`src/rtl/voq_pkg.sv`:
```
package voq_pkg;

    typedef enum logic [1:0] {
        Q_EMPTY = 2'd0,
        Q_PART  = 2'd1,
        Q_FULL  = 2'd2
    } qstate_e;

    typedef enum logic {
        ARB_IDLE  = 1'b0,
        ARB_GRANT = 1'b1
    } arb_state_e;

endpackage

```
`src/rtl/voq_queue.sv`:
```
module voq_queue
    import voq_pkg::*;
#(
    parameter int DEPTH = 4,
    parameter int DW    = 8,
    parameter int CW    = 8
) (
    input  logic          clk,
    input  logic          rst_n,
    input  logic          push,
    input  logic [DW-1:0] push_data,
    input  logic          pop,
    output logic [DW-1:0] head_data,
    output logic          nonempty,
    output logic          req,
    output logic [CW-1:0] drop_cnt
);

    localparam int AW = (DEPTH > 1) ? $clog2(DEPTH) : 1;
    localparam int NW = $clog2(DEPTH + 1);
    localparam logic [NW-1:0] FULL_N = NW'(DEPTH);
    localparam logic [AW-1:0] LAST   = AW'(DEPTH - 1);

    logic [DW-1:0] slots [DEPTH];
    logic [AW-1:0] rd_q, wr_q;
    logic [NW-1:0] fill_q, fill_d;
    logic [CW-1:0] drop_q;
    logic          req_q;
    logic          accept, take;
    qstate_e       st_q, st_d;

    function automatic logic [AW-1:0] step(input logic [AW-1:0] p);
        return (p == LAST) ? '0 : p + 1'b1;
    endfunction

    always_comb begin
        accept = push && (st_q != Q_FULL);
        take   = pop && (st_q != Q_EMPTY);
        fill_d = fill_q;
        if (accept && !take) begin
            fill_d = fill_q + 1'b1;
        end else if (take && !accept) begin
            fill_d = fill_q - 1'b1;
        end
    end

    // next-state logic
    always_comb begin
        st_d = st_q;
        unique case (st_q)
            Q_EMPTY: if (accept) st_d = (fill_d == FULL_N) ? Q_FULL : Q_PART;
            Q_PART: begin
                if (fill_d == '0) begin
                    st_d = Q_EMPTY;
                end else if (fill_d == FULL_N) begin
                    st_d = Q_FULL;
                end
            end
            Q_FULL:  if (take) st_d = (fill_d == '0) ? Q_EMPTY : Q_PART;
            default: st_d = Q_EMPTY;
        endcase
    end

    // state register
    always_ff @(posedge clk or negedge rst_n) begin
        if (!rst_n) begin
            st_q   <= Q_EMPTY;
            fill_q <= '0;
            rd_q   <= '0;
            wr_q   <= '0;
            req_q  <= 1'b0;
            drop_q <= '0;
        end else begin
            st_q   <= st_d;
            fill_q <= fill_d;
            if (accept) wr_q <= step(wr_q);
            if (take)   rd_q <= step(rd_q);
            req_q  <= (st_q != Q_EMPTY);
            if (push && (st_q == Q_FULL) && (drop_q != '1)) begin
                drop_q <= drop_q + 1'b1;
            end
        end
    end

    always_ff @(posedge clk) begin
        if (accept) slots[wr_q] <= push_data;
    end

    // outputs
    always_comb begin
        head_data = slots[rd_q];
        nonempty  = (st_q != Q_EMPTY);
        req       = req_q;
        drop_cnt  = drop_q;
    end

endmodule

```
`src/rtl/voq_rr_arb.sv`:
```
module voq_rr_arb
    import voq_pkg::*;
#(
    parameter int N_IN = 4,
    parameter int IW   = (N_IN > 1) ? $clog2(N_IN) : 1,
    parameter int CW   = 8
) (
    input  logic            clk,
    input  logic            rst_n,
    input  logic [N_IN-1:0] req,
    input  logic            slot,
    input  logic            hit,
    output logic            grant_vld,
    output logic [IW-1:0]   grant_idx,
    output logic [CW-1:0]   wasted_cnt
);

    localparam logic [IW-1:0] TOP = IW'(N_IN - 1);

    arb_state_e    st_q, st_d;
    logic [IW-1:0] ptr_q, gidx_q, pick;
    logic [CW-1:0] waste_q;
    logic          found;

    // rotating search from the pointer
    always_comb begin
        found = 1'b0;
        pick  = ptr_q;
        for (int k = 0; k < N_IN; k++) begin
            int idx;
            idx = int'(ptr_q) + k;
            if (idx >= N_IN) idx = idx - N_IN;
            if (!found && req[idx]) begin
                found = 1'b1;
                pick  = IW'(idx);
            end
        end
    end

    // next-state logic
    always_comb begin
        st_d = st_q;
        unique case (st_q)
            ARB_IDLE:  if (slot && found) st_d = ARB_GRANT;
            ARB_GRANT: st_d = ARB_IDLE;
            default:   st_d = ARB_IDLE;
        endcase
    end

    // state register
    always_ff @(posedge clk or negedge rst_n) begin
        if (!rst_n) begin
            st_q    <= ARB_IDLE;
            ptr_q   <= '0;
            gidx_q  <= '0;
            waste_q <= '0;
        end else begin
            st_q <= st_d;
            if ((st_q == ARB_IDLE) && (st_d == ARB_GRANT)) begin
                gidx_q <= pick;
                ptr_q  <= (pick == TOP) ? '0 : pick + 1'b1;
            end
            if ((st_q == ARB_GRANT) && !hit && (waste_q != '1)) begin
                waste_q <= waste_q + 1'b1;
            end
        end
    end

    // outputs
    always_comb begin
        grant_vld  = (st_q == ARB_GRANT);
        grant_idx  = gidx_q;
        wasted_cnt = waste_q;
    end

endmodule

```
`src/rtl/voq_sched.sv`:
```
module voq_sched
    import voq_pkg::*;
#(
    parameter int N_IN  = 4,
    parameter int N_OUT = 4,
    parameter int DEPTH = 4,
    parameter int DW    = 8,
    parameter int CW    = 8,
    parameter int IW    = (N_IN > 1) ? $clog2(N_IN) : 1,
    parameter int OW    = (N_OUT > 1) ? $clog2(N_OUT) : 1
) (
    input  logic                     clk,
    input  logic                     rst_n,
    input  logic [N_IN-1:0]          in_vld,
    input  logic [N_IN*OW-1:0]       in_dst,
    input  logic [N_IN*DW-1:0]       in_data,
    input  logic [N_OUT-1:0]         out_ready,
    output logic [N_OUT-1:0]         out_vld,
    output logic [N_OUT*IW-1:0]      out_src,
    output logic [N_OUT*DW-1:0]      out_data,
    output logic [N_IN*N_OUT-1:0]    voq_req,
    output logic [N_IN*N_OUT*CW-1:0] drop_cnt,
    output logic [N_OUT*CW-1:0]      wasted_cnt
);

    logic [DW-1:0]   head_w     [N_IN][N_OUT];
    logic            nonempty_w [N_IN][N_OUT];
    logic            req_w      [N_IN][N_OUT];
    logic            gvld_w     [N_OUT];
    logic [IW-1:0]   gidx_w     [N_OUT];
    logic [N_IN-1:0] req_pk     [N_OUT];
    logic [DW-1:0]   sel_data   [N_OUT];
    logic [N_OUT-1:0] hit;

    for (genvar i = 0; i < N_IN; i++) begin : g_in
        for (genvar o = 0; o < N_OUT; o++) begin : g_q
            logic push_w, pop_w;
            assign push_w = in_vld[i] && (in_dst[i*OW +: OW] == OW'(o));
            assign pop_w  = gvld_w[o] && (gidx_w[o] == IW'(i));

            voq_queue #(
                .DEPTH(DEPTH),
                .DW   (DW),
                .CW   (CW)
            ) u_queue (
                .clk      (clk),
                .rst_n    (rst_n),
                .push     (push_w),
                .push_data(in_data[i*DW +: DW]),
                .pop      (pop_w),
                .head_data(head_w[i][o]),
                .nonempty (nonempty_w[i][o]),
                .req      (req_w[i][o]),
                .drop_cnt (drop_cnt[(i*N_OUT+o)*CW +: CW])
            );

            assign voq_req[i*N_OUT+o] = req_w[i][o];
        end
    end

    always_comb begin
        for (int o = 0; o < N_OUT; o++) begin
            for (int i = 0; i < N_IN; i++) begin
                req_pk[o][i] = req_w[i][o];
            end
        end
    end

    always_comb begin
        for (int o = 0; o < N_OUT; o++) begin
            hit[o]      = 1'b0;
            sel_data[o] = '0;
            for (int i = 0; i < N_IN; i++) begin
                if (gidx_w[o] == IW'(i)) begin
                    hit[o]      = nonempty_w[i][o];
                    sel_data[o] = head_w[i][o];
                end
            end
        end
    end

    for (genvar o = 0; o < N_OUT; o++) begin : g_out
        voq_rr_arb #(
            .N_IN(N_IN),
            .IW  (IW),
            .CW  (CW)
        ) u_arb (
            .clk       (clk),
            .rst_n     (rst_n),
            .req       (req_pk[o]),
            .slot      (out_ready[o]),
            .hit       (hit[o]),
            .grant_vld (gvld_w[o]),
            .grant_idx (gidx_w[o]),
            .wasted_cnt(wasted_cnt[o*CW +: CW])
        );

        assign out_vld[o]              = gvld_w[o] && hit[o];
        assign out_src[o*IW +: IW]     = gidx_w[o];
        assign out_data[o*DW +: DW]    = sel_data[o];
    end

endmodule

```
`config.mk`:
```
export PLATFORM = sky130hd
export DESIGN_NAME = voq_sched
export DESIGN_NICKNAME = d
export VERILOG_FILES = /design/src/rtl/voq_pkg.sv /design/src/rtl/voq_queue.sv /design/src/rtl/voq_rr_arb.sv /design/src/rtl/voq_sched.sv
export SDC_FILE = /design/constraint.sdc
export NUM_CORES = 1
export LEC_CHECK = 0
export BUFFER_PORTS_ARGS = -buffer_cell sky130_fd_sc_hd__buf_2
export CORE_UTILIZATION = 40
export DETAILED_ROUTE_END_ITERATION = 10
export SLEW_MARGIN = 20
export SYNTH_ARGS = -nofsm -noshare
export SYNTH_HDL_FRONTEND = slang
export SYNTH_SLANG_ARGS = --single-unit
```
`constraint.sdc`:
```
create_clock -name clk -period 2.9 [get_ports clk]
set_input_delay 0.58 -clock clk [delete_from_list [all_inputs] [get_ports clk]]
set_output_delay 0.58 -clock clk [all_outputs]
set_load 0.005 [all_outputs]
```
==> impl_metrics.yaml <==
status:
  status: "finished with violations"
  violations: "negative setup slack"
global_routing:
  gr-total-overflow: 0
  grt_pass1_wl_um: 142300
  first_global_vias: 23410
  antenna_found_initial: 20
  grt_start_max_net_pins: 75
  grt_util_all_layers_pct: 20.04
cells_and_area:
  area_delta_synth_final_pct: 18.60
  final_cell_mix: "edfxtp_1 (512), dfrtp_1 (323), buf_2 (259)"
  layout.nets: 3054
  layout.cells.non_filler: 4211
  seq_area_um2: 23910
  fillers: 7939
  mostFrequentLayoutCell: "edfxtp_1"
  final_area_um2: 44590
  multi_input_area_um2: 12940
  drive_above_1_share_pct: 27.81
placement:
  place_ws_ns: 0.2090
  place_congestion: 0.7976
  place_area_um2: 40700
  io_buffers: 269
  dp_cells: 3987
  place_hpwl_um: 66750
clocking:
  cts_tree: "built"
  clockBufferDepth: 3
  clkTransAtPathRegs_ns: 0.06
  cts.sinks: 852
  clock_latency_ns: 0.67
  numCtsBuffers: 93
  cts_root_buf: "clkbuf_16"
  htreeDepth: 3
detailed_routing:
  ant_nets: 0
  firstDrtPassIters: 7
  drtIter0Drc: 1659
  num_vias: 22490
  wl_per_cell_um: 22.52
  avgViaCountPerCell: 5.340
  drc_errors: 0
  totalWireLength_um: 94840
critical_path:
  path_class: "flip-flop to primary output"
  critPathSlowestCell: "mux4_2"
  worst_path_dominant_cell_family: "multiplexers"
  cp.required_ns: 2.32
  path_buf_inv: 2
  end_kind: "primary output"
  critPathArrivalTime_ns: 2.46
  path_cells: "buf_12, mux4_2, mux4_2, buf_2"
  crit_top_cell: "mux4_2"
  path_max_fanout: 6
  worst_path_largest_cell_delay_ns: 0.55
  cp-start-kind: "flip-flop"
sta:
  period_share_pct: 104.8
  worst_pin_slew_ns: 0.8038
  fmax_mhz: 329.2
  rsz0062_at_grt: "true"
  fin_ws_ns: -0.1381
  period_needed_ns: 3.038
  final_max_slew_viol_count: 0
  relSlewSlack_pct: 46.30
  hold_viol_final: 0
  finalSetupViolCount: 32
  fin_skew_ns: 0.02371
  final.setup.tns_ns: -2.733
job:
  drv_cap: 0
yosys:
  ys.warnings.count: 0
  synth-async-reset-ratio_pct: 39.91
  ys_seq_elements: 852
  synth_edf_count: 512
  synthesis.nets: 2668
  synth_ff_type: "edfxtp_1"
  yosysSeqAreaShare_pct: 63.53
  avgSynthCellArea_um2: 15.15
  syn_inst: 2482
  syn_area_um2: 37590
  netlist-cell-type-count: 79
floorplanning:
  die_h_um: 308.6
  coreArea_um2: 93190
  dieArea_um2: 95220
  placementRows: 112
  die_w_um: 308.6
  start_util_pct: 40.34
  num_io_pins: 270
pwr:
  ir_drop_mv: 0.5295
  p_per_area_nw_per_um2: 959.5
  power_leakage_nw: 17.98
min_path:
  hold_path_class: "input pin to flip-flop"
==> worst register-to-register path: cells and delay by family (launching register included) <==
kind | cells | cell delay, ns
compound gates | 3 | 0.83
flops | 1 | 0.53
simple gates | 3 | 0.99
==> timing repair <==
action,4_1_cts,5_1_grt
endpoints found under the hold margin,37,0
resized for setup,50,22
endpoints found under the setup margin,36,36
hold buffers,1,0
setup buffers,37,1
gates cloned,0,1
pin swaps,0,0
==> cell type report <==
| cell class | count | area share, % |
|---|---|---|
| flip-flops and latches | 852 | 53.63 |
| multi-input cells | 1441 | 29.02 |
| clock buffers | 131 | 5.946 |
| repair buffers | 370 | 5.486 |
| well taps | 1254 | 3.519 |
| clock inverters | 45 | 1.406 |
| inverters | 110 | 0.9457 |
| diodes | 8 | 0.04490 |
==> flip-flops by register name, indices dropped and copies added (netlist names) <==
signal	cells
g_out.u_arb.wasted_cnt	32
g_in.g_q.u_queue.st_q	32
g_in.g_q.u_queue.rd_q	32
g_in.g_q.u_queue.slots	512
g_out.u_arb.grant_vld	4
g_out.u_arb.grant_idx	8
g_in.g_q.u_queue.fill_q	48
g_in.g_q.u_queue.wr_q	32
g_in.g_q.u_queue.drop_cnt	128
g_in.g_q.u_queue.req	16
g_out.u_arb.ptr_q	8
==> synth_stat cells (6+ instances only) <==
cell	count	area (µm²)
edfxtp_1	512	15370
dfrtp_1	340	8508
nor2_1	188	705.7
mux4_2	164	3694
ha_1	136	1702
nand2_1	135	506.7
xnor2_1	113	989.7
inv_1	106	397.9
and3_1	95	594.3
mux2_2	59	664.4
nand4_1	59	369.1
o21ai_0	58	290.3
xor2_1	55	481.7
clkbuf_1	34	127.6
nand3_1	28	140.1
nand2b_1	27	168.9
nor2b_1	26	162.7
a22oi_1	24	180.2
nor3_1	24	120.1
o31ai_1	19	142.6
a21oi_1	18	90.09
buf_1	18	67.56
nand3b_1	17	127.6
buf_4	16	120.1
o211ai_1	16	120.1
o211a_1	14	140.1
o22ai_1	13	81.33
buf_2	10	50.05
a21o_1	8	60.06
and3b_1	8	70.07
or3b_2	8	70.07
o21bai_1	7	52.55
or2_2	7	43.79
or3_1	6	37.54
==> per-layer routing <==
layer | share of wire (%) | GRT usage [%]
met5 | 0.14 | 0
met4 | 2.5 | 5.993
met3 | 6.7 | 4.152
met2 | 50 | 34.02
met1 | 41 | 25.81
==> power breakdown <==
group / internal (mW) / switching, mW / total [mW]
clock: 7.50 / 5.01 / 12.5
sequential: 14.9 / 2.30 / 17.2
combinational: 6.64 / 6.42 / 13.1
==> logic make-up (layout without fill, tap and decap cells) <==
| group | Yosys count | after routing | share of synthesized area (%) |
|---|---|---|---|
| DFF | 852 | 852 | 63.53 |
| and+or+nand+nor | 666 | 666 | 9.142 |
| AOI/OAI and AO/OA | 238 | 238 | 4.849 |
| muxes | 229 | 229 | 11.77 |
| buffers and inverters | 189 | 656 | 2.100 |
| xor gates and xnor gates | 172 | 172 | 4.087 |
| adders and majority gates | 136 | 136 | 4.526 |
| other | 0 | 8 | 0 |
==> per-stage QoR <==
stage          power, mW  hold WS, ns  util, %
5_1_grt            45.14       0.2890    47.83
3_5_place_dp       29.62       0.4769    43.68
2_1_floorplan      25.04       0.2844        -
3_3_place_gp       28.85       0.4693    43.68
6_report           42.78       0.3049    47.85
4_1_cts            42.98       0.2604    47.69
==> worst paths after layout <==
kind                                                     from                                  to  depth (start not counted)  slack (ns)
setup / recovery               g_in[0].g_q[1].u_queue.rd_q[0]                        out_data[10]                          4       -0.14
hold / removal                                   out_ready[0]            g_out[0].u_arb.grant_vld                          2        0.30
setup reg to reg                  g_out[1].u_arb.grant_idx[0]      g_in[2].g_q[1].u_queue.st_q[0]                          6        0.46
hold reg to reg            g_in[3].g_q[3].u_queue.drop_cnt[6]  g_in[3].g_q[3].u_queue.drop_cnt[6]                          1        0.49
max in group asynchronous                               rst_n    g_in[2].g_q[2].u_queue.fill_q[1]                          3        1.56
min in group asynchronous                               rst_n  g_in[0].g_q[1].u_queue.drop_cnt[2]                          2        0.55
Power figures use the tool's default switching activity.
